[config.mk]
export PLATFORM = sky130hd
export DESIGN_NAME = srv_rank_unit
export DESIGN_NICKNAME = d
export VERILOG_FILES = /design/src/rtl/srv_pkg.sv /design/src/rtl/srv_quantum.sv /design/src/rtl/srv_accum.sv /design/src/rtl/srv_sorter.sv /design/src/rtl/srv_rank_unit.sv
export SDC_FILE = /design/constraint.sdc
export NUM_CORES = 1
export LEC_CHECK = 0
export ABC_CLOCK_PERIOD_IN_PS = 27800
export BUFFER_PORTS_ARGS = -buffer_cell sky130_fd_sc_hd__buf_4
export CORE_UTILIZATION = 65
export CTS_BUF_LIST = sky130_fd_sc_hd__clkbuf_8
export DETAILED_ROUTE_END_ITERATION = 10
export PLACE_DENSITY_LB_ADDON = 0.15
export SYNTH_ARGS = -nofsm -noshare
export SYNTH_HDL_FRONTEND = slang
export SYNTH_HIERARCHICAL = 1
export SYNTH_SLANG_ARGS = --single-unit
[constraint.sdc]
create_clock -name clk -period 27.8 [get_ports clk]
set_input_delay 5.56 -clock clk [delete_from_list [all_inputs] [get_ports clk]]
set_output_delay 5.56 -clock clk [all_outputs]
set_load 0.005 [all_outputs]
[src/rtl/srv_pkg.sv]
package srv_pkg;
   localparam int SRV_MAX_CORES = 16;
   localparam int SRV_BLEND_SHIFT = 3;

   function automatic int srv_min_quantum(input int ncores);
      return ncores + 2;
   endfunction
endpackage

[src/rtl/srv_quantum.sv]
module srv_quantum #(
   parameter int QW = 24,
   parameter int NC = 4
) (
   input  logic          clk,
   input  logic          rst_n,
   input  logic [QW-1:0] quantum_len,
   output logic          boundary
);
   localparam logic [QW-1:0] MINQ = QW'(srv_pkg::srv_min_quantum(NC));

   logic [QW-1:0] qcnt;
   logic [QW-1:0] eff_len;

   assign eff_len  = (quantum_len < MINQ) ? MINQ : quantum_len;
   assign boundary = (qcnt >= eff_len - QW'(1));

   always_ff @(posedge clk) begin
      if (!rst_n)        qcnt <= '0;
      else if (boundary) qcnt <= '0;
      else               qcnt <= qcnt + QW'(1);
   end
endmodule

[src/rtl/srv_accum.sv]
module srv_accum #(
   parameter int NC    = 4,
   parameter int NB    = 4,
   parameter int CNT_W = 24,
   parameter int IDW   = 2
) (
   input  logic                clk,
   input  logic                rst_n,
   input  logic [NB-1:0]       bank_busy,
   input  logic [NB*IDW-1:0]   bank_core,
   input  logic                boundary,
   output logic [NC*CNT_W-1:0] hist_flat
);
   localparam int IW = $clog2(NB + 1);
   localparam logic [CNT_W-1:0] MAXV = '1;

   for (genvar k = 0; k < NC; k++) begin : g_core
      logic [IW-1:0]    inc;
      logic [CNT_W:0]   sum;
      logic [CNT_W-1:0] cur, hist, tot, blend;

      always_comb begin
         inc = '0;
         for (int b = 0; b < NB; b++) begin
            if (bank_busy[b] && (bank_core[b*IDW +: IDW] == IDW'(k)))
               inc = inc + IW'(1);
         end
      end

      assign sum   = {1'b0, cur} + (CNT_W+1)'(inc);
      assign tot   = sum[CNT_W] ? MAXV : sum[CNT_W-1:0];
      assign blend = tot - (tot >> srv_pkg::SRV_BLEND_SHIFT)
                         + (hist >> srv_pkg::SRV_BLEND_SHIFT);

      always_ff @(posedge clk) begin
         if (!rst_n) begin
            cur  <= '0;
            hist <= '0;
         end else if (boundary) begin
            hist <= blend;
            cur  <= '0;
         end else begin
            cur  <= tot;
         end
      end

      assign hist_flat[k*CNT_W +: CNT_W] = hist;
   end
endmodule

[src/rtl/srv_sorter.sv]
module srv_sorter #(
   parameter int NC    = 4,
   parameter int CNT_W = 24,
   parameter int RW    = 2
) (
   input  logic                clk,
   input  logic                rst_n,
   input  logic                start,
   input  logic [NC*CNT_W-1:0] hist_flat,
   output logic [NC*RW-1:0]    rank_flat,
   output logic                commit
);
   logic          busy;
   logic [RW-1:0] j;
   logic [CNT_W-1:0] hj;
   logic          last;

   assign hj   = hist_flat[j*CNT_W +: CNT_W];
   assign last = (j == RW'(NC - 1));

   always_ff @(posedge clk) begin
      if (!rst_n) begin
         busy   <= 1'b0;
         j      <= '0;
         commit <= 1'b0;
      end else begin
         commit <= busy && last;
         if (start) begin
            busy <= 1'b1;
            j    <= '0;
         end else if (busy) begin
            if (last) busy <= 1'b0;
            j <= j + RW'(1);
         end
      end
   end

   for (genvar k = 0; k < NC; k++) begin : g_rank
      logic [CNT_W-1:0] hk;
      logic             beat;
      logic [RW-1:0]    cnt, cnt_nx;

      assign hk     = hist_flat[k*CNT_W +: CNT_W];
      assign beat   = (hj < hk) || ((hj == hk) && (j < RW'(k)));
      assign cnt_nx = cnt + RW'(beat);

      always_ff @(posedge clk) begin
         if (!rst_n) begin
            cnt                  <= '0;
            rank_flat[k*RW +: RW] <= RW'(k);
         end else if (start) begin
            cnt <= '0;
         end else if (busy) begin
            cnt <= cnt_nx;
            if (last) rank_flat[k*RW +: RW] <= cnt_nx;
         end
      end
   end
endmodule

[src/rtl/srv_rank_unit.sv]
module srv_rank_unit #(
   parameter int NUM_CORES    = 4,
   parameter int NUM_BANKS    = 8,
   parameter int CNT_W        = 28,
   parameter int QW           = 24,
   parameter int AGE_W        = 20,
   parameter int STARVE_CYCLES = 50000,
   localparam int IDW         = $clog2(NUM_CORES),
   localparam int RW          = IDW
) (
   input  logic                   clk,
   input  logic                   rst_n,
   input  logic [QW-1:0]          quantum_len,
   input  logic [NUM_BANKS-1:0]   bank_busy,
   input  logic [NUM_BANKS*IDW-1:0] bank_core,
   input  logic [AGE_W-1:0]       req_age,
   output logic                   req_urgent,
   output logic [NUM_CORES*RW-1:0] rank_out,
   output logic                   rank_update
);
   if (NUM_CORES < 2 || NUM_CORES > srv_pkg::SRV_MAX_CORES)
      $error("NUM_CORES must lie in 2..16");
   if (NUM_BANKS < 1)
      $error("NUM_BANKS must be positive");
   if (CNT_W < 4)
      $error("CNT_W too narrow for the blend shift");
   if (QW < 5 || QW > 31)
      $error("QW out of range");
   if (AGE_W > 31 || STARVE_CYCLES >= (1 << AGE_W))
      $error("STARVE_CYCLES does not fit in AGE_W");

   logic                       boundary;
   logic [NUM_CORES*CNT_W-1:0] hist_flat;

   srv_quantum #(.QW(QW), .NC(NUM_CORES)) u_quant (
      .clk(clk), .rst_n(rst_n), .quantum_len(quantum_len), .boundary(boundary)
   );

   srv_accum #(.NC(NUM_CORES), .NB(NUM_BANKS), .CNT_W(CNT_W), .IDW(IDW)) u_acc (
      .clk(clk), .rst_n(rst_n), .bank_busy(bank_busy), .bank_core(bank_core),
      .boundary(boundary), .hist_flat(hist_flat)
   );

   srv_sorter #(.NC(NUM_CORES), .CNT_W(CNT_W), .RW(RW)) u_sort (
      .clk(clk), .rst_n(rst_n), .start(boundary), .hist_flat(hist_flat),
      .rank_flat(rank_out), .commit(rank_update)
   );

   assign req_urgent = (req_age > AGE_W'(STARVE_CYCLES));
endmodule

[Word level (Yosys, flattened, before mapping)]
Cells that the tools add are included.
Widths: inputs -> output; s select.
Word-level totals
  input port bits: 70
  register bits: 268
  output and inout port bits: 10
Cells by class
  multiplexer cells: 40
  reductions and logical operators: 51
  add/sub/neg operators: 47
  equal/unequal tests: 29
  $lt $le $gt $ge: 11
  bitwise operators: 2
  shift operators: 1
  multipliers: 1
Operators by type and width (count)
  $add 28x4->29: 4
  $add 28x25->28: 4
  $eq 28x28->1: 4
  $lt 28x28->1: 4
  $mux 28: 4
  $mux 4: 28
  $shiftx 112x8->28: 1
  $sub 28x25->28: 4
  $add 4x1->4 const B: 24
  $logic_and 1x1->1: 37
  $eq 2x2->1 const B: 17
  $add 24x1->24 const B: 1
  $ge 24x24->1: 1
  $lt 24x3->1 const B: 1
  $mux 24: 1
  $sub 24x1->24 const B: 1
  $gt 20x16->1 const B: 1
  $eq 2x1->1 const B: 8
  $logic_not 2->1: 8
  $add 1x1->2 const B: 4
  $add 2x1->2: 4
  $mux 1: 7
  $mul 2x3->5 const B: 1
  $logic_or 1x1->1: 4
  other kinds (6): 9

[Longest topological paths before layout]
  word-level depth: 21
  gate-level depth with buffers: 42
  gate-level depth less buffers: 40

[Cells and area by module]
The synthesis kept the hierarchy.
By module, submodules not included
  srv_accum: area each 19840.3 um^2, cells an instance 2467, instances 1
  srv_sorter: area each 4294.1 um^2, cells an instance 525, instances 1
  srv_quantum: area each 2063.2 um^2, cells an instance 251, instances 1
  srv_rank_unit: area each 52.6 um^2, cells an instance 8, instances 1

[Worst setup path after synthesis]
Ideal clock, no wire load.
  path type: input to register
  start: input bank_core[1]
  end: register u_acc.g_core[3].hist[26]
  cell stages on the path: 35
  required time: 27.675 ns
  arrival time: 13.408 ns
  setup time: 0.125 ns
  buffers on the path: 1
  slack: 14.267 ns
  path through: and3_1 > ha_1 > xnor2_1 > ha_1 > xor2_1 > mux2i_1 > mux2_2 > ha_1 > xnor2_1 > or3_1 > o211a_1 > ha_1 > mux2_2 > inv_2 > fa_1 > nor2b_1 > o21ai_0 > a211oi_2 > nand2_1 > nor2_1 > clkbuf_1 > nor2_1 > ha_1 > inv_1 > ha_1 > fa_1 > a211oi_1 > nor2_1 > o31a_1 > a2111oi_2 > o31ai_1 > or4_1 > a31oi_1 > xor2_1 > o21ai_1
Between the ends
  cells in the longest elaborated chain, start to end: 21
RTL lines
  from (decl): RTL line srv_rank_unit.sv:15  | input logic [NUM_BANKS*IDW-1:0] bank_core,
  $eq 2x2->1 *: RTL line srv_accum.sv:25  | if (bank_busy[b] && (bank_core[b*IDW +: IDW] == IDW'(k)))
  $logic_and 1x1->1 *: RTL line srv_accum.sv:25
  $mux 1 *: RTL line srv_accum.sv:25
  $add 1x1->2: RTL line srv_accum.sv:26  | inc = inc + IW'(1);
  $mux 4 *: RTL line srv_accum.sv:25
  $add 4x1->4: RTL line srv_accum.sv:26
  $mux 4 *: RTL line srv_accum.sv:25
  $add 4x1->4: RTL line srv_accum.sv:26
  [... 5 more ...]
  $add 4x1->4: RTL line srv_accum.sv:26
  $mux 4 *: RTL line srv_accum.sv:25
  $add 4x1->4: RTL line srv_accum.sv:26
  $mux 4 *: RTL line srv_accum.sv:25
  $add 28x4->29 *: RTL line srv_accum.sv:30  | assign sum = {1'b0, cur} + (CNT_W+1)'(inc);
  $mux 28 *: RTL line srv_accum.sv:31  | assign tot = sum[CNT_W] ? MAXV : sum[CNT_W-1:0];
  $sub 28x25->28 *: RTL line srv_accum.sv:32  | assign blend = tot - (tot >> srv_pkg::SRV_BLEND_SHIFT)
  $add 28x25->28 *: RTL line srv_accum.sv:33  | + (hist >> srv_pkg::SRV_BLEND_SHIFT);
  to (signal assigned): RTL line srv_accum.sv:40  | hist <= blend;
  to (decl): RTL line srv_accum.sv:20  | logic [CNT_W-1:0] cur, hist, tot, blend;
Mark *: on every way between the ends. The rest lies on a longest branch, timed or not.
A chain may end at the register's enable or synchronous reset.

[Final worst setup path]
  start: input bank_core[1]
  end: register u_acc.g_core[3].hist[27]
Same word-level chain as after synthesis.

==> run_results.csv <==
group,metric,value,unit
synthesis,synth-main-ff-cell,"dfxtp_1",
timing,setup_violations,0,
timing,finalSetupTns,0,ns
synthesis,syn-cell-area,26300,sq um
layout,final_nets,3785,
synthesis,ys_ff_latch,268,
global_routing,use_met3,0.0352,
placement,place.detailed.hpwl,53100,um
setup_path,cp-startpoint,"bank_core[1]",
setup_path,end_kind,"register",
layout,antenna_cells,0,
synthesis,synth_fa_ha_area_frac,0.224,
route,num_vias,22912,
clock_tree,htree_num_levels,2,
clock_tree,clkTransAtPathRegs,0.06,ns
timing,period_share,0.524,
pwr,power_density,59.7,nW/um^2
setup_path,worst-r2r-cell-count,21,
global_routing,top_usage_layer,"met2",
placement,gp_congestion,0.921,
clock_tree,cts_tree,"yes",
floorplan,core.rowCount,73,
setup_path,cp.arrival,15.02,ns
setup_path,crit_path_frequent_cell,"ha_1",
setup_path,rrSetupSlack,21.06,ns
synthesis,syn_nets,3728,
route,wirelength,66900,um
synthesis,synth_area_leaders,"dfxtp_1, ha_1, fa_1",
synthesis,synthXorXnorAreaFrac,0.0957,
clock_tree,cts_buffers,49,
floorplan,die_h,203,um
route,detail-route-antenna-nets,0,
global_routing,antenna_found_initial,0,
pwr,ir_drop,59.6,uV
run,drv_cap,0,
clock_tree,cts_resized,0,
global_routing,met1_usage,0.424,
setup_path,r2r_start,"u_acc/g_core[3].cur[0]",
global_routing,met2_usage,0.547,
route,detail_route.wl_per_cell,17.3,um
timing,timing.fmax,68.7,MHz
synthesis,ys_seq_area_frac,0.204,
timing,hold_violations,0,
timing,grt_setup_unrepaired,"no",
synthesis,synth_area_leader_cell,"dfxtp_1",
placement,place_area,27300,sq um
floorplan,coreArea,39800,sq um
timing,worstMarginPinSlew,1.25,ns
pwr,p_total,1.69,mW
clock_tree,hold_buffers,0,
timing,fin_crit,14.57,ns
synthesis,synthMuxAreaShare,0.0515,
clock_tree,clkSinkCount,268,
synthesis,synth_simple_gate_area_frac,0.198,
route,firstDrtPassIters,8,
floorplan,ios,80,
clock_tree,cts.path.max_buffers,3,
global_routing,overflow,0,
layout,final_area,28300,sq um
timing,fin_worst_skew,0.0204,ns
synthesis,synth_most_common_cell,"inv_1",
synthesis,yosysTopAreaCellShare,0.204,
synthesis,async_flop_share,0,
synthesis,synthCells,3251,
route,drc,0,
pwr,p_leak,13.0,nW
clock_tree,cts_setup_buffers,0,
synthesis,synth_edf_count,0,
route,drt_iter0_drc,1585,
min_path,min_path_cells,2,
synthesis,ys_top_cells_by_count,"inv_1, nor2_1, ha_1",
setup_path,worst-path-max-fanout,13,
min_path,hold_path_end,"u_sort/rank_flat[4]",
clock_tree,root_buffer,"clkbuf_8",
synthesis,synth_top_family_by_area,"adder cells",
route,viasPerCell,5.93,
timing,maxSlewViolCount,0,
floorplan,die_x,203,um
global_routing,grtUsageTotal,0.325,
synthesis,synth_compound_area_frac,0.144,
min_path,hp-start,"u_sort/rank_flat[4]",
synthesis,avgSynthCellArea,8.07,sq um
min_path,hp-class,"reg2reg",
status,outcome,"finished clean",
setup_path,critical_path_class,"in2reg",
setup_path,reg2reg_to,"u_acc/g_core[3].hist[27]",
clock_tree,clk_latency,0.62,ns
synthesis,yosysWarnings,6,
setup_path,worstSetupStartpointType,"input pin",
timing,slew_headroom,0.158,
floorplan,die_area,41200,sq um
global_routing,grt_pass1_vias,22368,
synthesis,ys_types,97,
layout,syn_to_final_growth,7.64,%
global_routing,grt_max_degree,74,
setup_path,max_stage_delay,0.74,ns
floorplan,initial_core_util,0.659,
layout,drive_gt1_frac,0.0751,
global_routing,grt_pass1_wl,109000,um
setup_path,slowest_stage,"a211oi_2",
setup_path,required,28.26,ns
placement,port_buffers,79,
-- worst max-delay path: cells and delay by family --
kind | cells | cell delay [ns]
XOR/XNOR | 3 | 0.70
AND/OR/NAND/NOR | 8 | 2.27
AO/OA/AOI/OAI | 10 | 3.10
multiplexers | 3 | 0.56
adder cells (fa/ha/maj) | 7 | 2.62
buffers and inverters | 3 | 0.20
-- per-layer routing --
layer	wire length (um)	vias to the layer above
met3	3300	137
met5	0	-
met2	31300	625
li1	-	11221
met1	30000	10929
met4	2320	0
-- how the worst max path moves through the flow --
| stage | slack [ns] | endpoint | cells after the start |
|---|---|---|---|
| 6_report | 13.23 | u_acc/g_core[3].hist[27] | 34 |
| 4_1_cts | 13.31 | u_acc/g_core[3].hist[27] | 34 |
| 2_1_floorplan | 14.27 | u_acc/g_core[3].hist[26] | 35 |
| 3_3_place_gp | 12.99 | u_acc/g_core[3].hist[27] | 34 |
| 3_5_place_dp | 12.64 | u_acc/g_core[3].hist[27] | 34 |
| 5_1_grt | 12.48 | u_acc/g_core[3].hist[27] | 34 |
-- power by group --
| group | leakage, nW | internal, mW | switching, mW |
|---|---|---|---|
| logic | 10.3 | 0.417 | 0.488 |
| registers | 2.16 | 0.393 | 0.00392 |
| clock network | 0.567 | 0.215 | 0.171 |
| total | 13.0 | 1.02 | 0.663 |
-- per-stage QoR --
stage	cells	setup slack [ns]	utilization	hold slack, ns
2_1_floorplan	3251	14.27	-	0.457
3_3_place_gp	3782	12.99	0.684	0.458
3_5_place_dp	3782	12.64	0.684	0.463
4_1_cts	3867	13.31	0.710	0.484
5_1_grt	3867	12.48	0.710	0.499
6_report	3867	13.23	0.710	0.478
-- logic make-up (layout without fill, tap and decap cells) --
group | Yosys count | in the layout
fa+ha+maj | 408 | 408
simple gates | 1046 | 1046
flops | 268 | 268
buf+inv | 574 | 665
mux | 100 | 100
compound gates | 575 | 575
xor+xnor | 280 | 280
-- sequential cells by signal, indices dropped and copies added (netlist names) --
name	cells
u_acc/g_core.cur	112
u_sort/j	2
u_sort/busy	1
u_sort/commit	1
u_quant/qcnt	24
u_acc/g_core.hist	112
u_sort/rank_flat	8
u_sort/g_rank.cnt	8
-- cell type report --
| cell class | instances | area [sq um] |
|---|---|---|
| Multi-Input combinational cell | 2409 | 18700 |
| Fill cell | 3283 | 11600 |
| Sequential cell | 268 | 5370 |
| Inverter | 491 | 1840 |
| Clock buffer | 61 | 840 |
| Timing Repair Buffer | 89 | 668 |
| Tap cell | 525 | 657 |
| Clock inverter | 24 | 156 |
-- cell usage in the layout (no fill, tap or decap), drive strengths merged, types with 17 or more instances in the layout --
master	netlist	layout
buf	12	89
and2	27	27
o21a	25	25
nand3	89	89
a21oi	161	161
nand4	52	52
o22ai	24	24
fa	104	104
o211ai	17	17
nor4	25	25
a31oi	26	26
and3	41	41
clkbuf	71	61
nand3b	18	18
nand2	239	239
and4	19	19
a211oi	24	24
nor2	311	311
nor2b	62	62
o21ai	107	107
ha	303	303
mux4	27	27
a21o	65	65
mux2i	62	62
dfxtp	268	268
xor2	112	112
inv	491	506
xnor2	167	167
nor3	74	74
Power figures use the tool's default switching activity.
